--- config.mk ---
export PLATFORM = sky130hd
export DESIGN_NAME = irab_bridge
export DESIGN_NICKNAME = d
export VERILOG_FILES = /design/src/rtl/irab_pkg.sv /design/src/rtl/irab_xfer_seq.sv /design/src/rtl/irab_ctrl_regs.sv /design/src/rtl/irab_irq_unit.sv /design/src/rtl/irab_bridge.sv
export SDC_FILE = /design/constraint.sdc
export NUM_CORES = 1
export LEC_CHECK = 0
export BUFFER_PORTS_ARGS = -buffer_cell sky130_fd_sc_hd__buf_4
export CORE_UTILIZATION = 49
export DETAILED_ROUTE_END_ITERATION = 8
export PLACE_DENSITY = 0.91
export SETUP_SLACK_MARGIN = 0.05
export SLEW_MARGIN = 20
export SYNTH_ARGS = -nofsm -noshare
export SYNTH_HDL_FRONTEND = slang
export SYNTH_SLANG_ARGS = --single-unit
export TNS_END_PERCENT = 1
--- constraint.sdc ---
create_clock -name clk -period 6.2 [get_ports clk]
set_input_delay 0 -clock clk [delete_from_list [all_inputs] [get_ports clk]]
set_output_delay 0 -clock clk [all_outputs]
set_load 0.1 [all_outputs]
--- src/rtl/irab_pkg.sv ---
package irab_pkg;

  localparam int HOST_AW = 6;

  // host register offsets
  localparam logic [HOST_AW-1:0] OFS_ID    = 6'h00;
  localparam logic [HOST_AW-1:0] OFS_CTRL  = 6'h04;
  localparam logic [HOST_AW-1:0] OFS_LDATA = 6'h08;
  localparam logic [HOST_AW-1:0] OFS_UDATA = 6'h0C;
  localparam logic [HOST_AW-1:0] OFS_IEN   = 6'h10;
  localparam logic [HOST_AW-1:0] OFS_IFLG  = 6'h14;

  // control word bit positions
  localparam int CW_BUSY  = 31;
  localparam int CW_SIZE  = 25;
  localparam int CW_DIR   = 24;
  localparam int CW_BEU_L = 20;
  localparam int CW_BEL_L = 16;

  // interrupt bit positions
  localparam int IB_IFACE = 0;
  localparam int IB_SUB   = 1;
  localparam int NUM_IRQ  = 2;

  typedef enum logic [2:0] {
    SEL_ID, SEL_CTRL, SEL_LDATA, SEL_UDATA, SEL_IEN, SEL_IFLG, SEL_NONE
  } reg_sel_e;

  function automatic reg_sel_e decode_ofs(input logic [HOST_AW-1:0] a);
    case (a)
      OFS_ID:    return SEL_ID;
      OFS_CTRL:  return SEL_CTRL;
      OFS_LDATA: return SEL_LDATA;
      OFS_UDATA: return SEL_UDATA;
      OFS_IEN:   return SEL_IEN;
      OFS_IFLG:  return SEL_IFLG;
      default:   return SEL_NONE;
    endcase
  endfunction

endpackage

--- src/rtl/irab_xfer_seq.sv ---
module irab_xfer_seq #(
  parameter int LATENCY = 4
) (
  input  logic clk,
  input  logic rst_n,
  input  logic start,
  input  logic start_we,
  output logic busy,
  output logic stb,
  output logic stb_we
);
  localparam int CW = $clog2(LATENCY + 1);
  localparam logic [CW-1:0] LOAD = CW'(LATENCY - 1);

  logic [CW-1:0] cnt_q;
  logic          busy_q;
  logic          we_q;

  always_ff @(posedge clk) begin
    if (!rst_n) begin
      busy_q <= 1'b0;
      cnt_q  <= '0;
      we_q   <= 1'b0;
    end else if (!busy_q) begin
      if (start) begin
        busy_q <= 1'b1;
        cnt_q  <= LOAD;
        we_q   <= start_we;
      end
    end else if (cnt_q == '0) begin
      busy_q <= 1'b0;
    end else begin
      cnt_q <= cnt_q - 1'b1;
    end
  end

  assign busy   = busy_q;
  assign stb    = busy_q && (cnt_q == '0);
  assign stb_we = we_q;


  strobe_ends_busy_chk: assert property (@(posedge clk) disable iff (!rst_n)
    stb |=> !busy);


  busy_holds_chk: assert property (@(posedge clk) disable iff (!rst_n)
    (busy && !stb) |=> busy);


  busy_from_start_chk: assert property (@(posedge clk) disable iff (!rst_n)
    (!busy && !start) |=> !busy);

endmodule

--- src/rtl/irab_ctrl_regs.sv ---
module irab_ctrl_regs
  import irab_pkg::*;
#(
  parameter int SUB_AW = 8
) (
  input  logic              clk,
  input  logic              rst_n,
  input  logic              wr_ctrl,
  input  logic              wr_ldata,
  input  logic              wr_udata,
  input  logic [31:0]       wdata,
  input  logic              busy,
  input  logic              done,
  input  logic              done_we,
  input  logic [63:0]       rd_data,
  output logic [SUB_AW-1:0] addr_q,
  output logic              dir_q,
  output logic              size_q,
  output logic [3:0]        beu_q,
  output logic [3:0]        bel_q,
  output logic [31:0]       ldata_q,
  output logic [31:0]       udata_q,
  output logic              start,
  output logic              start_we
);
  logic accept;
  assign accept = !busy;

  assign start    = accept && ((wr_ctrl && wdata[CW_DIR]) || (wr_ldata && !dir_q));
  assign start_we = wr_ldata;

  always_ff @(posedge clk) begin
    if (!rst_n) begin
      addr_q <= '0;
      dir_q  <= 1'b0;
      size_q <= 1'b0;
      beu_q  <= '0;
      bel_q  <= '0;
    end else if (accept && wr_ctrl) begin
      addr_q <= wdata[SUB_AW-1:0];
      dir_q  <= wdata[CW_DIR];
      size_q <= wdata[CW_SIZE];
      beu_q  <= wdata[CW_BEU_L +: 4];
      bel_q  <= wdata[CW_BEL_L +: 4];
    end
  end

  always_ff @(posedge clk) begin
    if (!rst_n) begin
      ldata_q <= '0;
      udata_q <= '0;
    end else if (done && !done_we) begin
      ldata_q <= rd_data[31:0];
      udata_q <= rd_data[63:32];
    end else if (accept) begin
      if (wr_ldata) ldata_q <= wdata;
      if (wr_udata) udata_q <= wdata;
    end
  end


  ctrl_frozen_chk: assert property (@(posedge clk) disable iff (!rst_n)
    (busy && wr_ctrl) |=> ($stable(addr_q) && $stable(dir_q)));


  ldata_frozen_chk: assert property (@(posedge clk) disable iff (!rst_n)
    (busy && !done && wr_ldata) |=> $stable(ldata_q));


  wr_dir_no_start_chk: assert property (@(posedge clk) disable iff (!rst_n)
    (wr_ctrl && !wdata[CW_DIR]) |-> !start);

endmodule

--- src/rtl/irab_irq_unit.sv ---
module irab_irq_unit
  import irab_pkg::*;
(
  input  logic               clk,
  input  logic               rst_n,
  input  logic               wr_ien,
  input  logic               wr_iflg,
  input  logic [NUM_IRQ-1:0] wbits,
  input  logic               sub_irq,
  input  logic               if_event,
  output logic [NUM_IRQ-1:0] ien_q,
  output logic [NUM_IRQ-1:0] iflg_q,
  output logic               irq_o
);
  logic               sub_irq_q;
  logic               sub_rise;
  logic [NUM_IRQ-1:0] set_v;
  logic [NUM_IRQ-1:0] clr_v;

  assign sub_rise = sub_irq && !sub_irq_q;

  always_comb begin
    set_v           = '0;
    set_v[IB_SUB]   = sub_rise;
    set_v[IB_IFACE] = if_event;
    clr_v           = wr_iflg ? wbits : '0;
  end

  always_ff @(posedge clk) begin
    if (!rst_n) begin
      sub_irq_q <= 1'b0;
      ien_q     <= '0;
      iflg_q    <= '0;
    end else begin
      sub_irq_q <= sub_irq;
      iflg_q    <= (iflg_q & ~clr_v) | set_v;
      if (wr_ien) ien_q <= wbits;
    end
  end

  assign irq_o = |(iflg_q & ien_q);


  sub_edge_sets_chk: assert property (@(posedge clk) disable iff (!rst_n)
    sub_rise |=> iflg_q[IB_SUB]);


  done_sets_chk: assert property (@(posedge clk) disable iff (!rst_n)
    if_event |=> iflg_q[IB_IFACE]);


  w1c_clears_chk: assert property (@(posedge clk) disable iff (!rst_n)
    (wr_iflg && wbits[IB_SUB] && !sub_rise) |=> !iflg_q[IB_SUB]);


  w0_keeps_chk: assert property (@(posedge clk) disable iff (!rst_n)
    (wr_iflg && !wbits[IB_SUB] && iflg_q[IB_SUB]) |=> iflg_q[IB_SUB]);

endmodule

--- src/rtl/irab_bridge.sv ---
module irab_bridge
  import irab_pkg::*;
#(
  parameter logic [31:0] ID_VALUE = 32'h4952_0001,
  parameter int          SUB_AW   = 8,
  parameter int          LATENCY  = 4
) (
  input  logic              clk,
  input  logic              rst_n,
  input  logic              host_wr,
  input  logic              host_rd,
  input  logic [5:0]        host_addr,
  input  logic [31:0]       host_wdata,
  output logic [31:0]       host_rdata,
  output logic              sub_stb,
  output logic              sub_we,
  output logic              sub_size,
  output logic [SUB_AW-1:0] sub_addr,
  output logic [7:0]        sub_be,
  output logic [63:0]       sub_wdata,
  input  logic [63:0]       sub_rdata,
  input  logic              sub_irq,
  output logic              irq_o
);
  reg_sel_e sel;
  assign sel = decode_ofs(host_addr);

  logic wr_ctrl, wr_ldata, wr_udata, wr_ien, wr_iflg;
  assign wr_ctrl  = host_wr && (sel == SEL_CTRL);
  assign wr_ldata = host_wr && (sel == SEL_LDATA);
  assign wr_udata = host_wr && (sel == SEL_UDATA);
  assign wr_ien   = host_wr && (sel == SEL_IEN);
  assign wr_iflg  = host_wr && (sel == SEL_IFLG);

  logic              busy, start, start_we, stb, stb_we;
  logic [SUB_AW-1:0] addr_q;
  logic              dir_q, size_q;
  logic [3:0]        beu_q, bel_q;
  logic [31:0]       ldata_q, udata_q;
  logic [NUM_IRQ-1:0] ien_q, iflg_q;

  irab_ctrl_regs #(.SUB_AW(SUB_AW)) u_regs (
    .clk      (clk),
    .rst_n    (rst_n),
    .wr_ctrl  (wr_ctrl),
    .wr_ldata (wr_ldata),
    .wr_udata (wr_udata),
    .wdata    (host_wdata),
    .busy     (busy),
    .done     (stb),
    .done_we  (stb_we),
    .rd_data  (sub_rdata),
    .addr_q   (addr_q),
    .dir_q    (dir_q),
    .size_q   (size_q),
    .beu_q    (beu_q),
    .bel_q    (bel_q),
    .ldata_q  (ldata_q),
    .udata_q  (udata_q),
    .start    (start),
    .start_we (start_we)
  );

  irab_xfer_seq #(.LATENCY(LATENCY)) u_seq (
    .clk      (clk),
    .rst_n    (rst_n),
    .start    (start),
    .start_we (start_we),
    .busy     (busy),
    .stb      (stb),
    .stb_we   (stb_we)
  );

  irab_irq_unit u_irq (
    .clk      (clk),
    .rst_n    (rst_n),
    .wr_ien   (wr_ien),
    .wr_iflg  (wr_iflg),
    .wbits    (host_wdata[NUM_IRQ-1:0]),
    .sub_irq  (sub_irq),
    .if_event (stb),
    .ien_q    (ien_q),
    .iflg_q   (iflg_q),
    .irq_o    (irq_o)
  );

  assign sub_stb   = stb;
  assign sub_we    = stb_we;
  assign sub_size  = size_q;
  assign sub_addr  = addr_q;
  assign sub_be    = {beu_q, bel_q};
  assign sub_wdata = {udata_q, ldata_q};

  logic [31:0] ctrl_word;
  always_comb begin
    ctrl_word                   = '0;
    ctrl_word[15:0]             = 16'(addr_q);
    ctrl_word[CW_BEL_L +: 4]    = bel_q;
    ctrl_word[CW_BEU_L +: 4]    = beu_q;
    ctrl_word[CW_DIR]           = dir_q;
    ctrl_word[CW_SIZE]          = size_q;
    ctrl_word[CW_BUSY]          = busy;
  end

  logic [31:0] rd_mux;
  always_comb begin
    case (sel)
      SEL_ID:    rd_mux = ID_VALUE;
      SEL_CTRL:  rd_mux = ctrl_word;
      SEL_LDATA: rd_mux = ldata_q;
      SEL_UDATA: rd_mux = udata_q;
      SEL_IEN:   rd_mux = 32'(ien_q);
      SEL_IFLG:  rd_mux = 32'(iflg_q);
      default:   rd_mux = '0;
    endcase
  end

  always_ff @(posedge clk) begin
    if (!rst_n)       host_rdata <= '0;
    else if (host_rd) host_rdata <= rd_mux;
  end


  rdata_hold_chk: assert property (@(posedge clk) disable iff (!rst_n)
    !host_rd |=> $stable(host_rdata));


  stb_needs_busy_chk: assert property (@(posedge clk) disable iff (!rst_n)
    sub_stb |-> $past(busy));

endmodule

* Word level (Yosys, flattened, before mapping) *
Index checks and enable logic that the tools add are counted.

cells by class
  div/mod/pow operators = 0
  muxes and demuxes = 15
  bitwise operators = 5
  shifts and indexed selects = 0
  magnitude comparators = 0
  add/sub/neg operators = 1
  eq/ne operators = 12
  multipliers = 0
  reductions and logical operators = 28

operator list
  kind                                               number
  2-to-1 mux 32 bit                                  6
  one-hot mux 32 bit (6 select lines)                1
  one-hot mux 3 bit (6 select lines)                 1
  == test 6 x 4 -> 1 bit (second input constant)     2
  == test 6 x 5 -> 1 bit (second input constant)     2
  logical AND 1 bit                                  12
  2-to-1 mux 3 bit                                   3
  AND reduction 2 bit                                4
  == test 3 x 2 -> 1 bit (second input constant)     2
  == test 3 bit (second input constant)              2
  == test 6 x 3 -> 1 bit (second input constant)     1
  logical NOT 3 bit                                  2
  logical NOT 6 bit                                  1
  nonzero test 2 bit                                 3
  AND 2 bit                                          2
  logical NOT 1 bit                                  4
  != test 2 bit (second input constant)              2
  == test 3 x 1 -> 1 bit (second input constant)     1
  2-to-1 mux 1 bit                                   3
  subtractor 3 x 1 -> 3 bit (second input constant)  1
  2-to-1 mux 2 bit                                   1
  inverter 2 bit                                     1
  bitwise OR 2 bit                                   1
  OR reduction 2 bit                                 1
  other kinds (2)                                    2

word-level totals
  word-level logic and storage cells = 75
  bits of input ports = 107
  bits in writable memories = 0
  output and inout port bits = 116
  bits in latches = 0
  flip-flop bits (word level) = 124
  memory bits (read-only) = 0
  memories kept = 0

* Longest topological paths before layout *
Gate-level depths: netlist of the first run.

  depth in word-level cells = 9
  gate-level depth with buffers = 10
  mapped depth without buffers = 8

* Cells and area by module *
A second synthesis of the first run with hierarchy kept.

second synthesis, totals
  cell total of the unflattened synthesis = 700
  area, all modules = 5851.9 µm²

modules (own cells, without submodules)
  module          cells each  area an instance (µm²)  times used  sequential area each (µm²)
  irab_ctrl_regs  448         3525.9                  1           1641.6
  irab_bridge     211         1903.1                  1           640.6
  irab_xfer_seq   24          237.7                   1           100.1
  irab_irq_unit   17          185.2                   1           100.1

* Least setup slack after synthesis of the first run *
No wires, ideal clock.

  kind = reg2reg
  start = register u_seq.cnt_q[0]
  end = register u_regs.udata_q[0]
  required time = 6.126 ns
  setup time = 0.074 ns
  stages on the path, launching flop included = 11
  data arrival time = 2.173 ns
  path buffers = 2
  path slack = 3.953 ns
  clock period less this slack = 2.247 ns
  cells stage by stage = dfxtp_1 -> inv_1 -> ha_1 -> ha_1 -> nand2_1 -> inv_1 -> nand2b_1 -> clkbuf_1 -> clkbuf_1 -> o21ai_0 -> a31oi_1

on the way
  word-level cells in the longest chain between the ends = 5
  elaborated cells on any way between the ends = 7
  those cells by class = eq/ne (1); mux (1); reduce/logical (5)

RTL lines
  element                                                                      line                  text
  from (decl)                                                                  irab_xfer_seq.sv:15   logic [CW-1:0] cnt_q;
  from (signal assigned)                                                       irab_xfer_seq.sv:33   cnt_q <= cnt_q - 1'b1;
  logical NOT 3 bit (*)                                                        irab_xfer_seq.sv:38   assign stb = busy_q && (cnt_q == '0);
  logical AND 1 bit (*)                                                        irab_xfer_seq.sv:38
  named net sub_stb                                                            irab_bridge.sv:15     output logic sub_stb,
  logical AND 1 bit (*)                                                        irab_ctrl_regs.sv:52  end else if (done && !done_we) begin
  != test 2 bit (no source line) / nonzero test 2 bit (equally long branches)  n/a
  AND reduction 2 bit (no source line)                                         n/a
  to (signal assigned)                                                         irab_ctrl_regs.sv:54  udata_q <= rd_data[63:32];
  to (signal assigned)                                                         irab_ctrl_regs.sv:57  if (wr_udata) udata_q <= wdata;
  to (decl)                                                                    irab_ctrl_regs.sv:22  output logic [31:0] udata_q,

Mark *: on every way through the listed nets, which the timed path passes. The rest lies on a longest branch.
A chain may end at the register's enable or synchronous reset.

* Final worst setup path of the first run *
  start = input host_addr[5]
  end = register u_regs.ldata_q[9]

on the way
  word-level cells in the longest chain between the ends = 6
  elaborated cells on any way between the ends = 11
  those cells by class = eq/ne (6); mux (1); reduce/logical (4)

RTL lines
  element                                         line                  text
  from (decl)                                     irab_bridge.sv:12     input logic [5:0] host_addr,
  == test 6 x 5 -> 1 bit (tied with other cells)  irab_pkg.sv:30        case (a)
  one-hot mux 3 bit (6 select lines) (*)          irab_pkg.sv:30
  == test 3 x 2 -> 1 bit (*)                      irab_bridge.sv:30     assign wr_ldata = host_wr && (sel == SEL_LDATA);
  logical AND 1 bit (*)                           irab_bridge.sv:30
  nonzero test 2 bit (no source line) (*)         n/a
  AND reduction 2 bit (no source line) (*)        n/a
  to (signal assigned)                            irab_ctrl_regs.sv:53  ldata_q <= rd_data[31:0];
  to (signal assigned)                            irab_ctrl_regs.sv:56  if (wr_ldata) ldata_q <= wdata;
  to (decl)                                       irab_ctrl_regs.sv:21  output logic [31:0] ldata_q,

Mark *: on every way between the ends. The rest lies on a longest branch, timed or not.

==> results of run 1 <==
-- through the flow --
stage | power (mW) | worst slack (ns)
4_1_cts | 2.05 | 2.92
3_5_place_dp | 0.951 | 3.34
2_1_floorplan | 0.879 | 3.95
3_3_place_gp | 0.950 | 3.55
5_1_grt | 2.11 | 2.67
6_report | 2.05 | 2.75
-- cells by family after synthesis --
| family | Yosys count | synth area share (%) |
|---|---|---|
| buf+inv | 60 | 4.90 |
| fa+ha+maj | 3 | 0.677 |
| compound gates | 219 | 23.7 |
| simple gates | 258 | 19.9 |
| mux | 33 | 5.98 |
| xor+xnor | 1 | 0.158 |
| flops | 124 | 44.8 |
-- Yosys cell counts, types with 2 or more instances --
| cell | count |
|---|---|
| nand2_1 | 180 |
| dfxtp_1 | 124 |
| a31oi_1 | 68 |
| o21ai_0 | 67 |
| clkbuf_1 | 37 |
| mux2i_1 | 32 |
| o21ai_1 | 27 |
| nand3_1 | 25 |
| a21boi_1 | 21 |
| nor2_1 | 21 |
| a21oi_1 | 16 |
| buf_2 | 13 |
| nor2b_1 | 9 |
| a222oi_1 | 4 |
| buf_6 | 4 |
| inv_1 | 4 |
| nand2b_1 | 4 |
| nand3b_1 | 4 |
| nor3_1 | 4 |
| o211a_1 | 4 |
| a21o_1 | 3 |
| ha_1 | 3 |
| a22o_1 | 2 |
| and2_1 | 2 |
| o211ai_1 | 2 |
| or4_1 | 2 |
-- final timing paths --
| path | end | slack (ns) | cells past startpoint |
|---|---|---|---|
| worst max register to register | u_regs.ldata_q[14]$_SDFFE_PN0P_ | 3.28 | 10 |
| worst min register to register | host_rdata[2]$_SDFFE_PN0P_ | 0.45 | 2 |
| worst max-delay path | u_regs.ldata_q[9]$_SDFFE_PN0P_ | 2.75 | 12 |
| worst min-delay path | host_rdata[0]$_SDFFE_PN0P_ | 0.03 | 4 |
-- placed cells by master (no fill, tap or decap), types with 2 or more instances in the layout --
master	count
nor2_1	20
nand3_1	25
clkbuf_1	2
inv_1	4
clkbuf_8	3
o21ai_0	67
nor3_1	4
o211ai_1	2
or4_1	2
o21ai_1	27
a21o_1	3
dlygate4sd3_1	102
bufinv_16	4
a222oi_1	4
o211a_1	4
nor2b_1	7
dfxtp_1	124
nor2_2	2
nand3b_1	4
clkinv_2	2
a31oi_1	68
ha_1	3
a21oi_1	16
nand2b_1	3
clkbuf_16	17
diode_2	2
a21boi_1	21
clkinvlp_4	3
a22o_1	2
nor2b_2	2
nand2_1	180
buf_4	229
mux2i_1	32
and2_1	2
-- flip-flops by register name, indices dropped and copies added, names as in the netlist, 2 cells and up --
register	flops
u_regs.beu_q	4
u_regs.bel_q	4
u_seq.cnt_q	3
u_regs.udata_q	32
u_regs.addr_q	8
u_irq.ien_q	2
u_irq.iflg_q	2
host_rdata	32
u_regs.ldata_q	32
-- worst max-delay path, cell delays in order --
cell and delay [ns]:
dlygate4sd3_1 0.54, buf_4 0.15, nor3b_1 0.35, nand2_1 0.16, ha_1 0.30, nor2_1 0.18, nand4_1 0.17, nor2_2 0.71
buf_4 0.41, nand2_1 0.09, a31oi_1 0.15, dlygate4sd3_1 0.57
-- final cells by class --
type	instances	area (um^2)	share of cell area, %
clock buffers	22	474	5.34
well taps	140	175	1.97
repair buffers	332	2760	31.1
diodes	2	5.00	0.0563
flip-flops and latches	124	2480	27.9
multi-input cells	514	2810	31.6
clock inverters	10	161	1.82
inverters	5	18.8	0.211
-- routing by layer --
metal | vias to the layer above | GRT usage, % | part of all wire (%)
li1 | 3063 | - | -
met1 | 3176 | 41.1 | 37
met2 | 414 | 63.8 | 49
met3 | 105 | 8.98 | 9.0
met4 | 0 | 23.2 | 4.8
met5 | - | 0 | 0
-- power groups by stage --
stage / sequential (mW) / combinational [mW] / clock (mW)
5_1_grt: 0.802 / 0.194 / 1.11
3_5_place_dp: 0.820 / 0.132 / 0
6_report: 0.802 / 0.184 / 1.07
3_3_place_gp: 0.819 / 0.130 / 0
2_1_floorplan: 0.833 / 0.0458 / 0
4_1_cts: 0.802 / 0.175 / 1.07
==> run metrics, run 1 <==
outcome finished clean; leak pwr about 3.7 nW; Max Cap Viol 0; starting DRC count in detailed routing approximately 900; Antenna Nets Post-Route 0; post-DR wirelength/cell ~19 um; Row Count 38; Main synth FF type dfxtp_1; Synth-to-Final Area Change 60.2%; WHS 0.0284 ns; Die H approximately 110 um; Yosys cell types 42; worst skew pair latency approximately 0.40 ns; fin crit share 55.6%; total internal power about 1.6 mW; Clock transition at path regs 0.06 ns; syn nets between 800 and 900; Setup violations, final 0; top-level I/O count about 220; sequential-to-total area share from yosys stat between 40 and 50%; CTS tree done; final hold vios 0; Mapped Cells 698; vias per cell around 6; Core Util, Final between 80% and 90%; Setup Buffers After CTS 0; Filler cells approximately 680; Starting Density 50.7%; Sw Ratio roughly 22%; Slew Limit Fails 0; sequential cell fraction of total power approximately 39%; Sw Pwr approximately 450 uW; Resize count post-CTS 0; Port Buffers roughly 220; CTS Buffer Depth 2; Placed Area between 7000 and 8000 um^2; Total Wirelength 21900 um; pwr dens roughly 230 nW/um^2; Max Clk Rate between 200 and 300 MHz; Synth top area share 44.8%; hpwl dp between 10000 and 15000 um; RSZ-0062 raised after global routing no; fin nets about 1.1k; first-pass GRT wire length 33300 um; Worst EP arrival roughly 3.8 ns; fin cells between 1k and 1.5k; gr ovfl total 0; gp weighted congestion between 0.9 and 1; DRC viols 0; startpoint types input pin; Synth async-reset ratio 0%; largest area contributor in the netlist dfxtp_1; Rel. slew slack approximately 33%; drt first pass iters 7; CP max FO 17; Post-Place Cells approximately 1.0k; Hold Path Class input pin to flip-flop; flops & latches, synth approximately 120; vias in the first global route between 6k and 7k; launching point of the worst reg2reg path u_seq.cnt_q[0]$_SDFFE_PN0P_; EDFF count, synth 0; Die Wd 108 um; Clk network pwr share 52.0%; cts hold-fix bufs 102; Peak VDD IR about 0.00015 V; clock skew roughly 0.011 ns; layout cells sized above 1 26.7%; total track usage a little under two fifths; antenna violations before repair 1; Mean Syn Cell Area roughly 8 um^2; slew at the pin with the worst max-slew slack roughly 1.0 ns; crit path from host_addr[5]; root buffer cell clkbuf_16; core region area between 10000 and 15000 um^2; WS Path Type input pin to flip-flop; TritonCTS buffer count 17; hold_sp host_addr[3]; Req. time, crit path around 6.6 ns; Logic pwr share 8.9%; critical path capture point type flip-flop; Yosys warnings 0; largest net degree at the start of global routing about 130; Sinks on Clock Net ~120; Area contributors post-synth dfxtp_1 (45%), nand2_1 (12%), a31oi_1 (7.7%), o21ai_0 (6.0%), mux2i_1 (5.8%); Final min period about 3.4 ns; H-Tree Depth 4; total die area between 10000 and 15000 um^2; Final Cell Area 8880 um^2; TNS Setup 0 ns; Mapped Area between 5000 and 6000 um^2; vias just under 7k
No activity file was read; power rests on OpenSTA's default activity.
==> run 2, diff against run 1 <==
--- a/config.mk
+++ b/config.mk
@@ -5,10 +5,11 @@
 export SDC_FILE = /design/constraint.sdc
 export NUM_CORES = 1
 export LEC_CHECK = 0
+export ABC_AREA = 1
 export BUFFER_PORTS_ARGS = -buffer_cell sky130_fd_sc_hd__buf_4
 export CORE_UTILIZATION = 49
 export DETAILED_ROUTE_END_ITERATION = 8
-export PLACE_DENSITY = 0.91
+export PLACE_DENSITY = 0.9
 export SETUP_SLACK_MARGIN = 0.05
 export SLEW_MARGIN = 20
 export SYNTH_ARGS = -nofsm -noshare
==> constraint.sdc (replaced) <==
create_clock -name clk -period 3.5 [get_ports clk]
set_input_delay 0 -clock clk [delete_from_list [all_inputs] [get_ports clk]]
set_output_delay 0 -clock clk [all_outputs]
set_load 0.1 [all_outputs]
==> run metrics, run 2 <==
Clock transition at path regs 0.05 ns (was 0.06 ns); gp weighted congestion 0.976 (was 0.922); dpl ws 0.820 ns (was 3.34 ns); post-DR wirelength/cell 18.5 um (was 19.1 um); Starting Density 50.2% (was 50.7%); Post-Place Cells 1107 (was 1012); worst skew pair latency 0.42 ns (was 0.40 ns); vias 7254 (was 6758); Die Wd 110 um (was 108 um); Antenna Nets Post-Route 0 (unchanged); final hold vios 0 (unchanged); Critical Path, Cell by Cell nor2_4 -> buf_4 -> nand2_1 -> nand2_1 -> buf_4 -> inv_2 -> nand2_1 -> a31oi_1 -> dlygate4sd3_1 (was dlygate4sd3_1 -> buf_4 -> nor3b_1 -> nand2_1 -> ha_1 -> nor2_1 -> nand4_1 -> nor2_2 -> buf_4 -> nand2_1 -> a31oi_1 -> dlygate4sd3_1); drt first pass iters 7 (unchanged); TritonCTS buffer count 17 (unchanged); Row Count 39 (was 38); biggest regs host_rdata (32), u_regs.ldata_q (32), u_regs.udata_q (32) (unchanged); total track usage 38.0% (was 37.1%); outcome finished clean (unchanged); fin crit share 83.6%; most frequent cells after synthesis nand2_1 (246), dfxtp_1 (124), a21oi_1 (97), inv_1 (62), a32oi_1 (42) (was nand2_1 (180), dfxtp_1 (124), a31oi_1 (68), o21ai_0 (67), clkbuf_1 (37)); Synth async-reset ratio 0% (unchanged); gr ovfl total 0 (unchanged); Slowest-stage cell, CP dlygate4sd3_1 (was nor2_2); Worst Hold Depth 5 (was 4); Synth-to-Final Area Change 58.3% (was 60.2%); largest area contributor in the netlist dfxtp_1 (unchanged); RSZ-0062 raised after global routing no (unchanged); Tot Pwr 3.54 mW (was 2.05 mW); CP max FO 33 (was 17); Yosys cell types 32 (was 42); Synth top area share 43.5% (was 44.8%); first-pass GRT wire length 34600 um (was 33300 um); starting DRC count in detailed routing 800 (was 876); Rel. slew slack 33.1% (was 32.6%); DRC viols 0 (unchanged); Max Cap Viol 0 (unchanged); flops & latches, synth 124 (unchanged); clock skew 0.00612 ns (was 0.0111 ns); Req. time, crit path 3.81 ns (was 6.55 ns); Port Buffers 222 (unchanged); most used cell, CP nand2_1; Mean Syn Cell Area 7.26 um^2 (was 7.94 um^2); FF-to-FF path depth 9 (was 10); vias in the first global route 6788 (was 6762); EDFF count, synth 0 (unchanged); fin nets 1197 (was 1104); antenna violations before repair 0 (was 1); critical path capture point type flip-flop (unchanged); Setup violations, final 0 (unchanged); syn nets 896 (was 808); H-Tree Depth 4 (unchanged); Hold Path Class input pin to flip-flop (unchanged); sequential-to-total area share from yosys stat 43.5% (was 44.8%); Peak VDD IR 0.000236 V (was 0.000153 V); Setup Buffers After CTS 0 (unchanged); total die area 12100 um^2 (was 11700 um^2); core region area 11400 um^2 (was 10900 um^2); CTS Buffer Depth 2 (unchanged); startpoint types flip-flop (was input pin); largest net degree at the start of global routing 72 (was 129); slew at the pin with the worst max-slew slack 1.00 ns (was 1.01 ns); Yosys warnings 0 (unchanged); Area contributors post-synth dfxtp_1 (44%), nand2_1 (16%), a21oi_1 (8.5%), a32oi_1 (6.4%), inv_1 (4.1%) (was dfxtp_1 (45%), nand2_1 (12%), a31oi_1 (7.7%), o21ai_0 (6.0%), mux2i_1 (5.8%)); Mapped Cells 786 (was 698); launching point of the worst reg2reg path u_seq.busy$_SDFF_PN0_ (was u_seq.cnt_q[0]$_SDFFE_PN0P_); Slew Limit Fails 0 (unchanged); Main synth FF type dfxtp_1 (unchanged); root buffer cell clkbuf_16 (unchanged); worst r2r dst u_regs.udata_q[27]$_SDFFE_PN0P_ (was u_regs.ldata_q[14]$_SDFFE_PN0P_); setup ws final 0.575 ns (was 2.75 ns); Total Wirelength 23000 um (was 21900 um); vias per cell 5.84 (was 5.88); cts hold-fix bufs 104 (was 102); Mapped Area 5700 um^2 (was 5540 um^2); most frequent cells in the layout nand2_1 (246), buf_4 (234), dfxtp_1 (124), dlygate4sd3_1 (104), a21oi_1 (97) (was buf_4 (229), nand2_1 (180), dfxtp_1 (124), dlygate4sd3_1 (102), a31oi_1 (68)); Worst EP arrival 3.23 ns (was 3.79 ns); Inserted Diodes 0 (was 2); pwr dens 392 nW/um^2 (was 231 nW/um^2); max incr delay on CP 0.61 ns (was 0.71 ns); layout cells sized above 1 25.9% (was 26.7%); commonest non-fill, non-tap cell in the layout nand2_1 (was buf_4); leak pwr 3.91 nW (was 3.69 nW); Hold Path Sink u_regs.udata_q[15]$_SDFFE_PN0P_ (was host_rdata[0]$_SDFFE_PN0P_); hold_sp host_wdata[15] (was host_addr[3]); CTS tree done (unchanged); Sinks on Clock Net 124 (unchanged); TNS Setup 0 ns (unchanged); Final min period roughly 2.9 ns; Resize count post-CTS 0 (unchanged); Die H 110 um (was 108 um); top-level I/O count 223 (unchanged); Max Clk Rate between 300 and 400 MHz; WS Path Type flip-flop to flip-flop (was input pin to flip-flop); count leader, synth nand2_1 (unchanged); hpwl dp 13600 um (was 12600 um); register-to-register setup slack 0.58 ns (was 3.28 ns); fin cells 1242 (was 1149)
-- run 2: cell count changes in the layout (fill, tap and decap cells not counted), sizes merged, moves of 6 or more --
| cell | previous run | this run |
|---|---|---|
| a21oi | 16 | 99 |
| o21ai | 94 | 25 |
| nand2 | 180 | 247 |
| inv | 6 | 66 |
| a31oi | 68 | 22 |
| a32oi | 0 | 42 |
| mux2i | 32 | 0 |
| nor2 | 22 | 45 |
| a21boi | 21 | 0 |
| a22o | 2 | 11 |
| nand4 | 1 | 10 |
| nor2b | 9 | 0 |
| a22oi | 0 | 6 |
-- run 2: how the worst max path moves through the flow --
stage	cells past startpoint	start	slack (ns)	to
after floorplan	2	u_irq.ien_q[1]$_SDFFE_PN0P_	1.03	irq_o
after global placement	12	host_addr[1]	0.94	host_rdata[13]$_SDFFE_PN0P_
after detailed placement	12	host_addr[1]	0.82	host_rdata[13]$_SDFFE_PN0P_
after CTS	9	u_seq.busy$_SDFF_PN0_	0.69	u_regs.udata_q[27]$_SDFFE_PN0P_
after global routing	16	host_addr[1]	0.42	u_regs.udata_q[27]$_SDFFE_PN0P_
final	9	u_seq.busy$_SDFF_PN0_	0.58	u_regs.udata_q[27]$_SDFFE_PN0P_
-- run 2: area by class of cell --
class / count / area, um^2
Timing Repair Buffer: 338 / 2800
Multi-Input combinational cell: 538 / 2730
Clock inverter: 12 / 148
Sequential cell: 124 / 2480
Fill cell: 718 / 2340
Inverter: 68 / 256
Tap cell: 143 / 179
Clock buffer: 19 / 443
-- run 2: report_power, final --
part	internal [mW]	switching, mW	total, mW
combinational	0.168	0.169	0.337
sequential	1.42	0.00435	1.42
clock	1.13	0.653	1.78
total	2.71	0.826	3.54
-- run 2: per-layer routing --
metal  vias up  routed length [um]  track usage [%]
li1       3255                   -                -
met1      3331                8410             43.3
met2       549               11000             63.4
met3       119                2330             10.0
met4         0                1260             23.0
met5         -                   0                0
-- run 2: cell families (layout without fill, tap and decap cells) --
| group | count (synthesis) | in the layout | share of synthesized area, % |
|---|---|---|---|
| compound gates | 207 | 207 | 23.0 |
| fa+ha+maj | 3 | 3 | 0.658 |
| buf+inv | 124 | 437 | 8.93 |
| flops | 124 | 124 | 43.5 |
| simple gates | 328 | 328 | 23.9 |
-- run 2: critical path, delay by kind of cell (launching register included) --
family	cells	cell delay [ns]
buffers and inverters	4	1.61
DFF	1	0.41
AOI/OAI and AO/OA	1	0.09
and+or+nand+nor	4	0.68
-- run 2: per-stage QoR --
step	utilization [%]	hold slack (ns)	area (um^2)
6_report	79.4	0.0674	9030
5_1_grt	79.4	0.0896	9030
4_1_cts	79.4	0.0646	9030
3_5_place_dp	65.1	0.207	7400
3_3_place_gp	65.1	0.200	7400
2_1_floorplan	-	0.107	5700
